### config.mk
export PLATFORM = sky130hd
export DESIGN_NAME = sc_out_path
export DESIGN_NICKNAME = d
export VERILOG_FILES = /design/src/rtl/sc_pkg.sv /design/src/rtl/sc_shift_buf.sv /design/src/rtl/sc_fill_ctrl.sv /design/src/rtl/sc_end_track.sv /design/src/rtl/sc_out_path.sv
export SDC_FILE = /design/constraint.sdc
export NUM_CORES = 1
export LEC_CHECK = 0
export ABC_AREA = 1
export BUFFER_PORTS_ARGS = -buffer_cell sky130_fd_sc_hd__buf_2
export CAP_MARGIN = 10
export CORE_UTILIZATION = 40
export DETAILED_ROUTE_END_ITERATION = 6
export PLACE_DENSITY = 0.68
export SLEW_MARGIN = 25
export SYNTH_ARGS = -nofsm -noshare
export SYNTH_HDL_FRONTEND = slang
export SYNTH_SLANG_ARGS = --single-unit
### constraint.sdc
create_clock -name clk -period 2.6 [get_ports clk]
set_input_delay 0.26 -clock clk [delete_from_list [all_inputs] [get_ports clk]]
set_output_delay 0.26 -clock clk [all_outputs]
set_load 0.01 [all_outputs]
### src/rtl/sc_pkg.sv
// Shared types for the selector channel output byte path.
// Assumes byte-wide device transfers; the slot carries one end mark bit.
package sc_pkg;
    parameter int SC_BYTE_W = 8;

    typedef enum logic [1:0] {
        ST_NONE  = 2'b00,
        ST_EXACT = 2'b01,
        ST_OVER  = 2'b10,
        ST_SHORT = 2'b11
    } sc_stat_e;

    typedef struct packed {
        logic                 last;
        logic [SC_BYTE_W-1:0] data;
    } sc_slot_t;
endpackage

### src/rtl/sc_shift_buf.sv
// Byte shift buffer: slot 0 is the head seen by the device. A pop shifts
// every slot one place toward the head; pushed bytes land just behind the
// last occupied slot after the pop. Assumes the writer never pushes past
// DEPTH (the fill controller guarantees room).
module sc_shift_buf
    import sc_pkg::*;
#(
    parameter int DEPTH = 5,
    parameter int LANES = 2,
    localparam int OW = $clog2(DEPTH + 1),
    localparam int NW = $clog2(LANES + 1)
) (
    input  logic                  clk,
    input  logic                  rst_n,
    input  logic                  flush,
    input  logic                  pop,
    input  logic [NW-1:0]         push_n,
    input  sc_slot_t [LANES-1:0]  push_slot,
    output sc_slot_t              head,
    output logic [OW-1:0]         occ
);
    sc_slot_t [DEPTH-1:0] slot_q;
    sc_slot_t [DEPTH-1:0] slot_d;
    logic [OW-1:0]        base;
    logic [OW-1:0]        occ_d;

    // Next slot contents: shift on pop, then append pushed lanes.
    always_comb begin
        slot_d = slot_q;
        base   = occ;
        if (pop && occ != '0) begin
            for (int i = 0; i < DEPTH - 1; i++) begin
                slot_d[i] = slot_q[i+1];
            end
            slot_d[DEPTH-1] = '0;
            base = occ - 1'b1;
        end
        for (int j = 0; j < LANES; j++) begin
            if (j < int'(push_n) && int'(base) + j < DEPTH) begin
                slot_d[base + OW'(j)] = push_slot[j];
            end
        end
        occ_d = base + OW'(push_n);
        if (flush) begin
            slot_d = '0;
            occ_d  = '0;
        end
    end

    // Register the slots and the occupancy.
    always_ff @(posedge clk) begin
        if (!rst_n) begin
            slot_q <= '0;
            occ    <= '0;
        end else begin
            slot_q <= slot_d;
            occ    <= occ_d;
        end
    end

    assign head = slot_q[0];
endmodule

### src/rtl/sc_fill_ctrl.sv
// Memory-side fill control. Holds the count of bytes still to be loaded,
// accepts one halfword of LANES bytes when room allows, and marks the
// final byte of the block (lane 0 for an odd tail). Assumes occupancy is
// the buffer's registered value for the current cycle.
module sc_fill_ctrl
    import sc_pkg::*;
#(
    parameter int CNT_W = 16,
    parameter int DEPTH = 5,
    parameter int LANES = 2,
    localparam int OW = $clog2(DEPTH + 1),
    localparam int NW = $clog2(LANES + 1),
    localparam int HW = LANES * SC_BYTE_W
) (
    input  logic                 clk,
    input  logic                 rst_n,
    input  logic                 start,
    input  logic [CNT_W-1:0]     cmd_count,
    input  logic                 active,
    input  logic                 mem_valid,
    input  logic [HW-1:0]        mem_data,
    input  logic [OW-1:0]        occ,
    output logic                 mem_ready,
    output logic [NW-1:0]        push_n,
    output sc_slot_t [LANES-1:0] push_slot
);
    logic [CNT_W-1:0] left_q;
    logic             tail;
    logic [NW-1:0]    take;
    logic             accept;

    // Decide whether a halfword can be taken and how many bytes it gives.
    always_comb begin
        tail      = left_q <= CNT_W'(LANES);
        take      = tail ? NW'(left_q) : NW'(LANES);
        mem_ready = active && !start && left_q != '0 && occ <= OW'(DEPTH - LANES);
        accept    = mem_ready && mem_valid;
        push_n    = accept ? take : '0;
    end

    // Split the halfword into lanes and mark the final byte.
    always_comb begin
        for (int g = 0; g < LANES; g++) begin
            push_slot[g].data = mem_data[g*SC_BYTE_W +: SC_BYTE_W];
            push_slot[g].last = tail && (left_q == CNT_W'(g + 1));
        end
    end

    // Track bytes still to be loaded.
    always_ff @(posedge clk) begin
        if (!rst_n) begin
            left_q <= '0;
        end else if (start) begin
            left_q <= cmd_count;
        end else if (accept) begin
            left_q <= left_q - CNT_W'(take);
        end
    end
endmodule

### src/rtl/sc_end_track.sv
// Device-side handshake and end-of-block checking. Grants a request when
// the head slot holds a byte, counts bytes still owed to the device, and
// on device end or an extra request records exact, overrun or short with
// the residual count. Assumes head_last marks the block's final byte.
module sc_end_track
    import sc_pkg::*;
#(
    parameter int CNT_W = 16
) (
    input  logic             clk,
    input  logic             rst_n,
    input  logic             start,
    input  logic [CNT_W-1:0] cmd_count,
    input  logic             dev_req,
    input  logic             dev_end,
    input  logic             head_valid,
    input  logic             head_last,
    output logic             active,
    output logic             dev_ack,
    output logic             done,
    output logic [1:0]       stat,
    output logic [CNT_W-1:0] residual
);
    logic             run_q;
    logic             sent_q;
    logic [CNT_W-1:0] owed_q;
    sc_stat_e         stat_q;

    // Grant a byte only while running, before the marked byte has gone.
    assign dev_ack = run_q && !start && !sent_q && !dev_end && dev_req && head_valid;
    assign active  = run_q;
    assign stat    = stat_q;

    // Transfer state, owed count and final status.
    always_ff @(posedge clk) begin
        if (!rst_n) begin
            run_q    <= 1'b0;
            sent_q   <= 1'b0;
            owed_q   <= '0;
            done     <= 1'b0;
            stat_q   <= ST_NONE;
            residual <= '0;
        end else if (start) begin
            run_q    <= 1'b1;
            sent_q   <= (cmd_count == '0);
            owed_q   <= cmd_count;
            done     <= 1'b0;
            stat_q   <= ST_NONE;
            residual <= '0;
        end else if (run_q) begin
            if (dev_end) begin
                run_q    <= 1'b0;
                done     <= 1'b1;
                stat_q   <= sent_q ? ST_EXACT : ST_SHORT;
                residual <= sent_q ? '0 : owed_q;
            end else if (dev_req && sent_q) begin
                run_q    <= 1'b0;
                done     <= 1'b1;
                stat_q   <= ST_OVER;
                residual <= '0;
            end else if (dev_ack) begin
                owed_q <= owed_q - 1'b1;
                if (head_last) begin
                    sent_q <= 1'b1;
                end
            end
        end
    end
endmodule

### src/rtl/sc_out_path.sv
// Top of the selector channel output byte path: memory halfwords fill a
// shift buffer, the device drains one byte per request, and an end mark
// riding with the final byte lets the block judge the transfer length.
// Assumes one transfer at a time; a new start abandons any current one.
module sc_out_path
    import sc_pkg::*;
#(
    parameter int DEPTH = 5,
    parameter int LANES = 2,
    parameter int CNT_W = 16,
    localparam int OW = $clog2(DEPTH + 1),
    localparam int NW = $clog2(LANES + 1),
    localparam int HW = LANES * SC_BYTE_W
) (
    input  logic                 clk,
    input  logic                 rst_n,
    input  logic                 start,
    input  logic [CNT_W-1:0]     cmd_count,
    input  logic                 mem_valid,
    input  logic [HW-1:0]        mem_data,
    output logic                 mem_ready,
    input  logic                 dev_req,
    input  logic                 dev_end,
    output logic                 dev_ack,
    output logic [SC_BYTE_W-1:0] dev_data,
    output logic                 done,
    output logic [1:0]           stat,
    output logic [CNT_W-1:0]     residual
);
    logic                 active;
    logic [OW-1:0]        occ;
    logic [NW-1:0]        push_n;
    sc_slot_t [LANES-1:0] push_slot;
    sc_slot_t             head;

    sc_fill_ctrl #(.CNT_W(CNT_W), .DEPTH(DEPTH), .LANES(LANES)) u_fill (
        .clk       (clk),
        .rst_n     (rst_n),
        .start     (start),
        .cmd_count (cmd_count),
        .active    (active),
        .mem_valid (mem_valid),
        .mem_data  (mem_data),
        .occ       (occ),
        .mem_ready (mem_ready),
        .push_n    (push_n),
        .push_slot (push_slot)
    );

    sc_shift_buf #(.DEPTH(DEPTH), .LANES(LANES)) u_buf (
        .clk       (clk),
        .rst_n     (rst_n),
        .flush     (start),
        .pop       (dev_ack),
        .push_n    (push_n),
        .push_slot (push_slot),
        .head      (head),
        .occ       (occ)
    );

    sc_end_track #(.CNT_W(CNT_W)) u_end (
        .clk        (clk),
        .rst_n      (rst_n),
        .start      (start),
        .cmd_count  (cmd_count),
        .dev_req    (dev_req),
        .dev_end    (dev_end),
        .head_valid (occ != '0),
        .head_last  (head.last),
        .active     (active),
        .dev_ack    (dev_ack),
        .done       (done),
        .stat       (stat),
        .residual   (residual)
    );

    assign dev_data = head.data;
endmodule

Word level (Yosys, flattened, before mapping)
Cells that the tools add are included.

$add $sub $neg: 6. Reductions and logical operators: 31. Bitwise gates (word level): 1. $lt $le $gt $ge: 10. Multiplexer cells: 37. Equality and inequality tests: 4.

Operators by type and width (count): 16-bit 2-to-1 mux (10); 45-bit 2-to-1 mux (3); 45-bit bitwise mux (2); 9-bit demux with 3-bit select (2); 32-bit by 4-bit less-than comparator with 1-bit output (second input constant) (1); 9-bit 2-to-1 mux (2); 16-bit by 1-bit equality test with 1-bit output (second input constant) (1); 16-bit by 2-bit equality test with 1-bit output (second input constant) (1); 16-bit by 2-bit less-or-equal comparator with 1-bit output (second input constant) (1); 1-bit logical AND (16); 16-bit zero test (1); 16-bit nonzero test (1); 16-bit by 1-bit subtractor with 16-bit output (second input constant) (1); 16-bit by 2-bit subtractor with 16-bit output (1); 1-bit 2-to-1 mux (12); 2-bit 2-to-1 mux (5); 2-bit nonzero test (5); 3-bit by 4-bit less-than comparator with 1-bit output (second input constant) (2); 3-bit by 1-bit greater-or-equal comparator with 1-bit output (second input constant) (2); 5-bit AND reduction (1); 3-bit by 1-bit adder with 4-bit output (second input constant) (1); 1-bit by 2-bit less-than comparator with 1-bit output (first input constant) (2); 2-bit != test (second input constant) (2); 4-bit AND reduction (1); 11 further kinds (13).

Logic and storage cells: 107. Output and inout bits: 29. Register bits: 101. Input port bits: 38.

Longest topological paths before layout
Word-level depth: 16. Gate-level depth with buffers: 19. Mapped depth without buffers: 18.

By module
A second synthesis with hierarchy kept.

Cell total of the unflattened synthesis: 1105. Area, all modules: 6656.4 µm².

Modules (own cells, without submodules): sc_shift_buf (area an instance 3438.3 µm², instances 1, seq. area each 960.9 µm², cells an instance 610); sc_end_track (area an instance 1903.1 µm², instances 1, seq. area each 740.7 µm², cells an instance 287); sc_fill_ctrl (area an instance 1303.8 µm², instances 1, seq. area each 320.3 µm², cells an instance 205); sc_out_path (area an instance 11.3 µm², instances 1, seq. area each 0.0 µm², cells an instance 3).

Worst setup path before layout
Ideal clock, no wire load.

Path type: reg-to-reg. Start point: reg u_fill.left_q[4]. End point: reg u_buf.occ[2]. Library setup time: 0.070 ns. Clock period less this slack: 2.488 ns. Slack: 0.112 ns. Cell stages (with the launch flop): 15. Path buffers: 2. Arrival time: 2.418 ns. Required time: 2.530 ns. Path through: dfxtp_1 -> nor2_1 -> nand2_2 -> nor2_1 -> nand2_1 -> nand3_4 -> inv_1 -> buf_4 -> buf_2 -> nand2_1 -> nor2_1 -> ha_1 -> fa_1 -> or2_2 -> a21oi_1.

Cells in the longest elaborated chain, start to end: 6. Elaborated cells between the ends (all ways): 8. Classes of those cells: add/sub: 1; order compare: 1; mux: 2; reduce/logical: 4.

Ends and longest elaborated chain: start: declaration (line sc_fill_ctrl.sv:27) `logic [CNT_W-1:0] left_q;`; start signal: assignment (line sc_fill_ctrl.sv:54) `left_q <= cmd_count;`; start signal: assignment (line sc_fill_ctrl.sv:56) `left_q <= left_q - CNT_W'(take);`; branches (longest 4 deep; another with 16-bit by 2-bit less-or-equal comparator with 1-bit output); 2-bit 2-to-1 mux (*) (line sc_fill_ctrl.sv:38) `push_n = accept ? take : '0;`; 3-bit by 2-bit adder with 3-bit output (*) (line sc_shift_buf.sv:43) `occ_d = base + OW'(push_n);`; end signal: assignment (line sc_shift_buf.sv:54) `occ <= '0;`; end signal: assignment (line sc_shift_buf.sv:57) `occ <= occ_d;`; end: declaration (line sc_shift_buf.sv:20) `output logic [OW-1:0] occ`.

Every way passes the cells marked *. A chain may end at the register's enable or synchronous reset.

Worst setup path after layout
Start point: reg u_buf.occ[1]. End point: reg u_buf.slot_q[9] in the netlist's numbering.

Cells in the longest elaborated chain, start to end: 12. Elaborated cells between the ends (all ways): 32. Classes of those cells: add/sub: 3; order compare: 9; mux: 11; reduce/logical: 9.

Ends and longest elaborated chain: branches (longest 11 deep; another with 32-bit by 4-bit less-than comparator with 1-bit output); 45-bit 2-to-1 mux (*) (line sc_shift_buf.sv:39) `if (j < int'(push_n) && int'(base) + j < DEPTH) begin`; end signal: assignment (line sc_shift_buf.sv:56) `slot_q <= slot_d;`; end: declaration (line sc_shift_buf.sv:22) `sc_slot_t [DEPTH-1:0] slot_q;`.

Marked as above.

==> impl_results.md <==
- Final critical-path share of the clock period: 94.5%
- DRC Markers: 0
- TritonCTS buffer count: 9
- Count of antenna-violating nets left after detailed routing: 0
- Largest buffer count on any clock path: 2
- Tightest Hold Check Type: in2reg
- Placer's final routability congestion estimate: about 0.90
- Required time of the critical path: 2.85 ns
- Final design utilization: 47.6%
- Number of global-route vias before repair: approximately 5600
- Max-slew violation count: 0
- Number of placed instances, taps included: 1330
- Clock slew at reported path FFs: about 0.08 ns
- Overall Global Routing Usage: a little over a fifth
- Average routed wire per standard cell: between 10 and 15 um
- Filler instances: around 1600
- Height of the chip: about 130 um
- Number of core rows: 45
- Number of setup violations in the final report: 0
- Standard cell core area: 15400 um^2
- # IOs: 67
- Clock insertion delay at the later pin of the skew report: between 0.3 and 0.4 ns
- Initial core utilization: a little over two fifths
- Layout cell share with drive strength beyond 1: 13.5%
- Yosys warning count: 0
- Final cell count without fillers: roughly 1400
- Syn-to-layout area delta: 14.3%
- Kind of capture point of the worst setup path: flip-flop
- Number of antenna violations at the first check in global routing: 0
- Seq/Total Area, Yosys: between 30% and 40%
- Path type of the worst setup path: reg2reg
- Dominant cell type by count on the critical path: sky130_fd_sc_hd__nand2_1
- Biggest fanout along the worst timing path: 9
- Critical path launch point type: flip-flop
- Area enclosed by the die boundary: 16600 um^2
- Worst path top cell family by delay: simple AND/OR/NAND/NOR gates
- Max-slew headroom at the worst pin: between 50% and 60%
- Crit path largest cell delay: about 0.37 ns
- Post-Synthesis Mean Instance Area: approximately 6.0 um^2
- Worst Tran Pin Value: 0.664 ns
- Die X: about 130 um
- Critical path cell sequence: inv_1 -> ha_1 -> nand2_1 -> nand2_1 -> nor2_4 -> nand2_1 -> nand2_2 -> inv_2 -> ha_1 -> inv_1 -> nand3_2 -> nor2_4 -> nand2_1 -> nand2_1 -> nor2_1
- Largest net degree at the start of global routing: 48
- Total vias in the final route: roughly 6600
- Crit path arrival time: 2.71 ns
- Total standard cell area after synthesis: around 6400 um^2
- Final hold violations: 0
- Maximum vdd ir drop: 322 uV
- Buffers plus inverters on the worst setup path: 3
- Post-synth EDFFs: 0
- Htree depth: 3
- Instance count of the mapped netlist: approximately 1100
- Post-detailed-routing wire length: 17600 um
- # nets final: about 1200
- FFs w/ async S/R, synth: 0%
- Clock period minus final worst setup slack: between 2 and 2.5 ns
- Quantity of I/O buffers inserted on ports: 66
- Worst clock skew on the final layout: slightly above 0.008 ns
- Residual overflow from global routing: 0
- First-pass GRT wire length: roughly 29000 um
- Number of flip-flops and latches in the synthesized netlist: ~100
- Cell with the largest stage delay on the worst path: sky130_fd_sc_hd__dfxtp_2
- Power density over cell area: between 400 and 500 nW/um^2
- Count of TritonRoute iterations in the first routing pass: 5
- CTS tree: yes
- Sinks on Clock Net: between 100 and 150
- Diodes inserted: 0
- Post-Syn Nets: approximately 1100
- Unrepaired setup endpoints after global routing: true
- Via-per-instance ratio: ~4.8
- Status: finished, final reports clean
- Pleak: ~0.0035 uW
- Count of unique library cells instantiated by Yosys: 40
- Top_reg_cell synth: sky130_fd_sc_hd__dfxtp_1
- Clock root cell: sky130_fd_sc_hd__clkbuf_16
- Count of maximum capacitance violations: 0
- Placed wire-length estimate: 12500 um
- Number of DRC violations after detailed-routing iteration 0: 650
- Maximum achievable frequency: 407 MHz
-- path summary, 6_finish.rpt --
path,start,to,slack [ns],cells past startpoint
worst min-delay path,rst_n,u_fill.left_q[10],0.21,3
worst max-delay path,u_buf.occ[1],u_buf.slot_q[9],0.14,15
worst max register to register,u_buf.occ[1],u_buf.slot_q[9],0.14,15
worst min register to register,u_end.residual[10],u_end.residual[10],0.46,2
-- metal layers --
| metal | GRT usage [%] | wire length [um] |
|---|---|---|
| met1 | 33.1 | 9030 |
| met2 | 31.9 | 7300 |
| met3 | 4.28 | 1100 |
| met4 | 4.84 | 201 |
| met5 | 0 | 0 |
-- cells in the final DEF (no fill, tap or decap), types with 2 or more instances in the layout --
cell type,n
sky130_fd_sc_hd__nor2_1,118
sky130_fd_sc_hd__buf_2,66
sky130_fd_sc_hd__o21ai_0,13
sky130_fd_sc_hd__dfxtp_1,99
sky130_fd_sc_hd__a21boi_0,2
sky130_fd_sc_hd__nand2_2,7
sky130_fd_sc_hd__o211ai_1,5
sky130_fd_sc_hd__clkinv_1,2
sky130_fd_sc_hd__nand3_1,69
sky130_fd_sc_hd__nor3_2,2
sky130_fd_sc_hd__nor2_4,12
sky130_fd_sc_hd__xor2_1,9
sky130_fd_sc_hd__nand2_1,451
sky130_fd_sc_hd__clkbuf_16,9
sky130_fd_sc_hd__nand3_2,3
sky130_fd_sc_hd__nor4_1,5
sky130_fd_sc_hd__xnor2_1,3
sky130_fd_sc_hd__inv_2,8
sky130_fd_sc_hd__nor3_1,7
sky130_fd_sc_hd__inv_1,127
sky130_fd_sc_hd__buf_4,20
sky130_fd_sc_hd__a31oi_1,17
sky130_fd_sc_hd__o21bai_1,9
sky130_fd_sc_hd__o21ai_2,2
sky130_fd_sc_hd__inv_6,2
sky130_fd_sc_hd__a21oi_1,32
sky130_fd_sc_hd__dfxtp_2,2
sky130_fd_sc_hd__nor2_2,3
sky130_fd_sc_hd__nand4_1,6
sky130_fd_sc_hd__or2_2,2
sky130_fd_sc_hd__ha_1,7
sky130_fd_sc_hd__buf_6,2
sky130_fd_sc_hd__nand3_4,6
-- per-stage QoR --
step	total power (uW)	hold WS, ns	TNS, ns	area, um^2	setup WS [ns]
after floorplan	1980	0.358	0	6430	0.112
after global placement	2120	0.450	0	6920	0.143
after detailed placement	2130	0.453	0	6920	0.0399
after CTS	3540	0.209	0	7230	0.0322
after global routing	3700	0.218	-0.689	7340	-0.0621
final	3540	0.209	0	7340	0.143
-- repair_timing --
action                                  in CTS  in global routing
setup buffers                                0                  6
endpoints found under the setup margin       0                 50
hold buffers                                 0                  0
gates resized for setup                      0                 14
-- cell type report --
| cell class | instances | area [um^2] | area share (%) |
|---|---|---|---|
| clock inverters | 6 | 68.8 | 0.937 |
| well taps | 211 | 264 | 3.60 |
| repair buffers | 89 | 523 | 7.12 |
| clock buffers | 10 | 239 | 3.25 |
| multi-input cells | 799 | 3710 | 50.5 |
| inverters | 137 | 514 | 7.00 |
| flip-flops and latches | 101 | 2020 | 27.6 |
-- worst min-delay path: cells and delay by family --
kind                   cells  cell delay, ns
and+or+nand+nor            1            0.08
buffers and inverters      2            0.19
-- power by group --
part / leakage [uW] / total, uW / switching [uW] / internal [uW]
Sequential: 0.000822 / 1630 / 42.0 / 1580
Combinational: 0.00257 / 477 / 318 / 158
Clock: 0.000149 / 1440 / 655 / 781
Total: 0.00354 / 3540 / 1010 / 2520
-- kinds of logic after synthesis --
kind of cell | synth area share [%]
and+or+nand+nor | 45.7
buffers and inverters | 11.7
AOI/OAI and AO/OA | 7.83
adders and majority gates | 1.67
DFF | 31.5
xor gates and xnor gates | 1.64
other | 0.0584
-- flip-flops by register name, summed over array words and instances (netlist names) --
name            flops
u_buf.head          9
u_buf.occ           3
u_buf.slot_q       36
u_end.active        1
u_end.done          1
u_end.owed_q       16
u_end.residual     16
u_end.sent_q        1
u_end.stat          2
u_fill.left_q      16
-- cell usage after synthesis, types with 5 or more instances --
master / n / share of area (%)
sky130_fd_sc_hd__inv_1: 128 / 7.5
sky130_fd_sc_hd__xor2_1: 9 / 1.2
sky130_fd_sc_hd__buf_4: 10 / 1.2
sky130_fd_sc_hd__nor4_1: 5 / 0.49
sky130_fd_sc_hd__dfxtp_1: 101 / 31
sky130_fd_sc_hd__o211ai_1: 5 / 0.58
sky130_fd_sc_hd__inv_2: 7 / 0.41
sky130_fd_sc_hd__a21oi_1: 32 / 2.5
sky130_fd_sc_hd__nor3_1: 8 / 0.62
sky130_fd_sc_hd__nand3_1: 71 / 5.5
sky130_fd_sc_hd__ha_1: 7 / 1.4
sky130_fd_sc_hd__o21bai_1: 9 / 1.1
sky130_fd_sc_hd__o21ai_0: 13 / 1.0
sky130_fd_sc_hd__clkbuf_1: 21 / 1.2
sky130_fd_sc_hd__nand3_4: 6 / 1.6
sky130_fd_sc_hd__nand4_1: 6 / 0.58
sky130_fd_sc_hd__nand2_1: 455 / 27
sky130_fd_sc_hd__buf_2: 8 / 0.62
sky130_fd_sc_hd__a31oi_1: 17 / 1.7
sky130_fd_sc_hd__nor2_1: 119 / 7.0
sky130_fd_sc_hd__nor2_4: 9 / 1.6
(Power assumes the default switching activity.)
